[src/rtl/glyph_ram.sv]
module glyph_ram #(
  parameter int        CHARS    = 24,
  parameter int        COLS     = 5,
  parameter int        CHAR_W   = 5,
  parameter int        COL_W    = 3,
  parameter logic [7:0] REG_ADDR = 8'h05
) (
  input  logic              clk,
  input  logic              rst_n,
  input  logic              reg_wr,
  input  logic              reg_rd,
  input  logic [7:0]        reg_addr,
  input  logic [7:0]        reg_wdata,
  output logic [7:0]        reg_rdata,
  input  logic [CHAR_W-1:0] lk_char,
  input  logic [COL_W-1:0]  lk_col,
  output logic [6:0]        lk_data
);
  localparam int DEPTH = CHARS * COLS;
  localparam int IW    = $clog2(DEPTH);
  localparam int LW    = CHAR_W + COL_W + 1;

  logic [6:0]    store [DEPTH];
  logic [IW-1:0] ptr;

  wire sel     = (reg_addr == REG_ADDR);
  wire do_wr   = sel & reg_wr;
  wire do_rd   = sel & reg_rd & ~reg_wr;
  wire load    = do_wr & reg_wdata[7];
  wire data_wr = do_wr & ~reg_wdata[7];
  wire advance = data_wr | do_rd;

  wire [IW-1:0] ptr_inc  = (ptr == IW'(DEPTH - 1)) ? '0 : ptr + 1'b1;
  wire [IW-1:0] load_idx = (reg_wdata[6:0] >= 7'(DEPTH)) ? '0 : reg_wdata[IW-1:0];

  always_ff @(posedge clk or negedge rst_n)
    if (!rst_n)       ptr <= '0;
    else if (load)    ptr <= load_idx;
    else if (advance) ptr <= ptr_inc;

  always_ff @(posedge clk)
    if (data_wr) store[ptr] <= reg_wdata[6:0];

  assign reg_rdata = {1'b0, store[ptr]};

  wire          lk_hit  = (lk_char < CHAR_W'(CHARS)) && (lk_col < COL_W'(COLS));
  wire [LW-1:0] lk_full = LW'(lk_char) * LW'(COLS) + LW'(lk_col);
  wire [IW-1:0] lk_idx  = lk_hit ? lk_full[IW-1:0] : '0;

  assign lk_data = lk_hit ? store[lk_idx] : 7'd0;
endmodule


[config.mk]
export PLATFORM = sky130hd
export DESIGN_NAME = glyph_ram
export DESIGN_NICKNAME = d
export VERILOG_FILES = /design/src/rtl/glyph_ram.sv
export SDC_FILE = /design/constraint.sdc
export NUM_CORES = 2
export LEC_CHECK = 0
export ABC_CLOCK_PERIOD_IN_PS = 9860
export BUFFER_PORTS_ARGS = -buffer_cell sky130_fd_sc_hd__buf_2
export CORE_MARGIN = 4
export CORE_UTILIZATION = 41
export DETAILED_ROUTE_END_ITERATION = 10
export PLACE_DENSITY_LB_ADDON = 0.08
export SLEW_MARGIN = 10
export SYNTH_ARGS = -nofsm -noshare
export SYNTH_HDL_FRONTEND = slang
export SYNTH_SLANG_ARGS = --single-unit
[constraint.sdc]
create_clock -name clk -period 9.86 [get_ports clk]
set_clock_uncertainty 0.05 [all_clocks]
set_input_delay 1.479 -clock clk [delete_from_list [all_inputs] [get_ports clk]]
set_output_delay 1.479 -clock clk [all_outputs]
set_load 0.1 [all_outputs]
### After elaboration in Yosys (flattened, before gate mapping)

Memory sizes are Yosys's and may differ from the RTL's.
Cells that the tools add are included.
Widths: inputs -> output; s select.

* register bits: 7
* bits in latches: 0
* RAM bits: 840
* ROM bits: 0
* input bits: 28
* output and inout port bits: 15
* word-level logic and storage cells: 28
* memories kept: 1

* $add $sub $neg: 2
* multiply operators: 1
* div/mod/pow operators: 0
* magnitude comparators: 3
* equality and inequality tests: 2
* shift operators: 0
* mux-type cells: 8
* bitwise operators: 8
* reductions and logical operators: 2

Memories
* store: depth 120, bits a word 7, read ports 2, clocked after Yosys merged registers in 0, write ports 1, RTL line 23 `logic [6:0] store [DEPTH];`

Operators with widths (count)
* $mux 7: 6
* $eq 8x3->1 const B: 1
* $add 7x1->7 const B: 1
* $add 7x3->7: 1
* $eq 7x7->1 const B: 1
* $ge 7x7->1 const B: 1
* $mul 5x3->7 const B: 1
* $and 1x1->1: 5
* $lt 5x5->1 const B: 1
* $lt 3x3->1 const B: 1
* $mux 1: 2
* $not 1->1: 2
* $reduce_bool 2->1: 1
* $logic_and 1x1->1: 1
* $or 1x1->1: 1

### Logic depth before layout (Yosys ltp)

* word-level depth: 6
* mapped depth: 15
* depth with buffers taken out: 12

### Worst setup path after synthesis

Ideal clock, no wire load.

* path kind: input to output
* from: input port lk_char[0]
* to: output port lk_data[0]
* arrival: 6.409 ns
* data required time: 8.331 ns
* path slack: 1.922 ns
* cell stages on the path: 13
* buffers on the path: 3
* path through: ha_1 ha_1 inv_1 fa_1 buf_2 buf_2 clkbuf_1 o21ai_0 o21ai_0 nor3_1 nor3_1 a31oi_1 a311oi_1

* cells in the longest elaborated chain, start to end: 5
* elaborated cells between the ends (all ways): 7
* classes of those cells: add/sub: 1; mul: 1; order compare: 1; mux: 2; reduce/logical: 1; memory: 1

Ends and longest elaborated chain
* start, declared: RTL line 15 `input logic [CHAR_W-1:0] lk_char,`
* $mul 5x3->7 / $lt 5x5->1 (equally long branches): RTL line 47, 46
* $add 7x3->7 / $logic_and 1x1->1 (equally long branches): RTL line 47, 46
* $mux 7: RTL line 48 `wire [IW-1:0] lk_idx = lk_hit ? lk_full[IW-1:0] : '0;`
* $mem_v2 120x7
* $mux 7 *: RTL line 50 `assign lk_data = lk_hit ? store[lk_idx] : 7'd0;`
* end, declared: RTL line 17 `output logic [6:0] lk_data`

Mark *: on every way between the ends. The rest lies on a longest branch, timed or not.

### Final worst setup path

* from: input port lk_char[0]
* to: output port lk_data[4]

Same word-level chain as after synthesis.

==> key figures <==
Setup path
  – Worst setup EP type: output port
  – Critical path class: in2out
  – Worst EP required: 8330 ps
  – Crit-path max cell delay: 670 ps
  – Worst Setup Start Kind: primary input
  – Critical path peak fanout: 33
  – Crit-path slowest cell: fa_4
  – FF-to-FF End: store[110][0]
  – R2R setup slack: 4520 ps
  – CP Cell Sequence: buf_2, ha_1, ha_1, inv_1, fa_4, a21oi_1, and2_2, buf_4, o221ai_1, o21ai_0, o311a_1, o311ai_0, o31ai_1, buf_2
  – Critical Path AT: 6680 ps
  – Worst reg-to-reg path cell count: 6
  – R2r startpoint: ptr[1]

Synthesis
  – #FFs+latches synth: 847
  – EDFF count, synth: 840
  – Yosys Warn Count: 0
  – Count of cell types in the netlist: 77
  – Top post-synthesis cells by count: edfxtp_1 (840), nand2_1 (300), a22oi_1 (278)
  – Synth top area share: 0.642
  – Mean cell area of the mapped netlist: 13.6 um2
  – Net Count, Synth: 2,939
  – Netlist Area Pre-Place: 39,300 um2
  – Ys flop type: edfxtp_1
  – Mapped Cells: 2,895
  – Async S/R FF share, synth: 0.00826
  – Sequential area share after synthesis: 0.646
  – Leading post-synthesis cells by cell area: edfxtp_1 (64%), a22oi_1 (5.3%), mux4_2 (4.0%)
  – Synth area leader: edfxtp_1
  – Count leader, synth: edfxtp_1

Power
  – LEAKAGE: 13.5 nW
  – Pwr/cell area: 201 nW/um2
  – Sw Share: 0.279
  – Sequential share of power: 0.451
  – Int Pwr: 6.34 mW
  – Combinational group share of total power: 0.150
  – Net Switching: 2.46 mW
  – Peak supply drop: 163 uV
  – Clk pwr share: 0.399

STA
  – Period utilization: 0.833
  – RSZ-0062 raised after global routing: no
  – Setup TNS: 0 ps
  – Peak Freq: 0.122 GHz
  – Final Setup Violations: 0
  – Max Slew Vio Count: 0
  – Final hold vios: 0
  – Setup ws final: 1650 ps
  – Slew of the pin with the lowest slew margin: 1210 ps
  – Slew headroom: 0.173
  – Tmin final: 8210 ps

Flow run
  – Max-Cap Viols: 0

Floorplan
  – Initial Utilization: 0.414
  – Die Height: 318 um
  – Horiz. Die Dim: 318 um
  – I/O pins: 43
  – Full die area: 101,000 um2
  – Std cell rows: 113
  – Core Region: 95,000 um2

CTS
  – CTS buffer count: 95
  – Clk Latency, worst-skew pair: 670 ps
  – Post-cts resize count: 0
  – Clock Path Buffers: 3
  – H-tree levels: 3
  – # clock sinks: 847
  – CTS tree: done
  – Root Buffer: clkbuf_16
  – Number of buffers inserted by hold repair at cts: 0
  – Post-CTS setup buffer count: 0
  – Clock Pin Slew Worst Setup and Hold Paths: 60 ps

Layout
  – Share of cells above drive strength 1: 0.131
  – Core Util, Final: 0.461
  – Layout area overhead: 11.3%
  – Filler cell count: 8,420
  – # nets final: 2,911
  – Antenna cell count: 0

Global routing
  – Vias in the first global route: 28,300
  – Grt ovf: 0
  – Gr usage total: 0.302
  – Antenna violations before repair: 5
  – Largest net degree at the start of global routing: 84
  – First-pass GRT wire length: 222,000 um

Detailed routing
  – DRT iter0 DRCs: 4,396
  – Final ANT Viol Nets: 0
  – Drt total wl: 158,000 um
  – WL per Instance: 37.5 um
  – Drt pass-1 iters: 8
  – DRC: 0
  – DR vias/cell: 7.01
  – Vias: 29,500

Run status
  – Status: complete, no violations

Placement
  – Routability congestion estimate: 0.905
  – Post-detail-place hpwl: 96,300 um
  – # port buffers: 41
  – Pre-CTS WS: 1800 ps

Worst hold path
  – HP Class: in2async
## cell type report
cell class | count | area, um2 | share of cell area
Multi-Input combinational cell | 1796 | 12800 | 0.292
Inverter | 8 | 30.0 | 0.000686
Clock buffer | 119 | 2570 | 0.0588
Timing Repair Buffer | 119 | 933 | 0.0213
Sequential cell | 847 | 25400 | 0.580
Clock inverter | 53 | 459 | 0.0105
Tap cell | 1265 | 1580 | 0.0362
## registers in the layout, summed over array words and instances, names as in the netlist
| name | count |
|---|---|
| store | 840 |
| ptr | 7 |
## stage by stage
stage          power (mW)  cells  area [um2]  hold slack [ps]
6_report             8.80   4207       43800              596
5_1_grt              9.02   4207       43800              602
4_1_cts              8.78   4207       43800              569
3_5_place_dp         5.32   4035       40700              768
3_3_place_gp         5.32   4035       40700              744
2_1_floorplan        4.78   2895       39300              620
## power by group through the flow
stage / clock network (mW) / logic, mW / registers [mW]
after floorplan: 0 / 0.746 / 4.03
after global placement: 0 / 1.28 / 4.04
after detailed placement: 0 / 1.28 / 4.04
after CTS: 3.53 / 1.29 / 3.96
after global routing: 3.70 / 1.35 / 3.96
final: 3.51 / 1.32 / 3.96
## layout by cell type, fill, tap and decap left out, types with 14 or more instances in the layout
| cell type | n |
|---|---|
| o211ai_1 | 32 |
| a31oi_1 | 67 |
| a21oi_1 | 114 |
| a22o_1 | 63 |
| a221oi_1 | 104 |
| nor3_1 | 29 |
| o22ai_1 | 35 |
| nor4_1 | 21 |
| mux2i_1 | 106 |
| buf_2 | 34 |
| edfxtp_1 | 840 |
| nand4_1 | 53 |
| clkinv_2 | 19 |
| nand3_1 | 51 |
| mux2_2 | 23 |
| a211oi_1 | 43 |
| a22oi_1 | 278 |
| clkbuf_16 | 100 |
| clkinv_1 | 17 |
| o21ai_0 | 89 |
| clkbuf_1 | 19 |
| nand2_1 | 293 |
| buf_4 | 75 |
| ha_1 | 14 |
| nor2_1 | 149 |
| mux4_2 | 69 |
## worst max-delay path: cells and delay by family
| kind | cells | cell delay [ps] |
|---|---|---|
| and+or+nand+nor | 1 | 610 |
| adders and majority gates | 3 | 1280 |
| buffers and inverters | 4 | 1420 |
| AOI/OAI and AO/OA | 6 | 1830 |
## routing by layer
metal,GRT usage,part of all wire,vias to the layer above
li1,-,-,11800
met5,0,0.00034,-
met2,0.446,0.43,2368
met1,0.430,0.40,15000
met3,0.0830,0.13,344
met4,0.108,0.038,8
## logic make-up (layout without fill, tap and decap cells)
kind of cell | after synthesis | count (layout) | synth area share
flops | 847 | 847 | 0.646
fa+ha+maj | 16 | 16 | 0.00528
buf+inv | 252 | 299 | 0.0322
mux | 199 | 199 | 0.0738
other cells | 1 | 1 | 0.0000954
compound gates | 905 | 905 | 0.164
xor+xnor | 5 | 5 | 0.00111
simple gates | 670 | 670 | 0.0771
## worst max-delay path by stage
stage / start / endpoint / slack (ps) / cells past startpoint
after global routing: lk_char[0] / lk_data[6] / 1650 / 14
final: lk_char[0] / lk_data[4] / 1650 / 14
after floorplan: lk_char[0] / lk_data[0] / 1920 / 13
after global placement: lk_char[0] / lk_data[4] / 1800 / 14
after detailed placement: lk_char[0] / lk_data[1] / 1800 / 14
after CTS: lk_char[0] / lk_data[1] / 1800 / 14
Note: power is estimated with default switching activity, not from simulation.
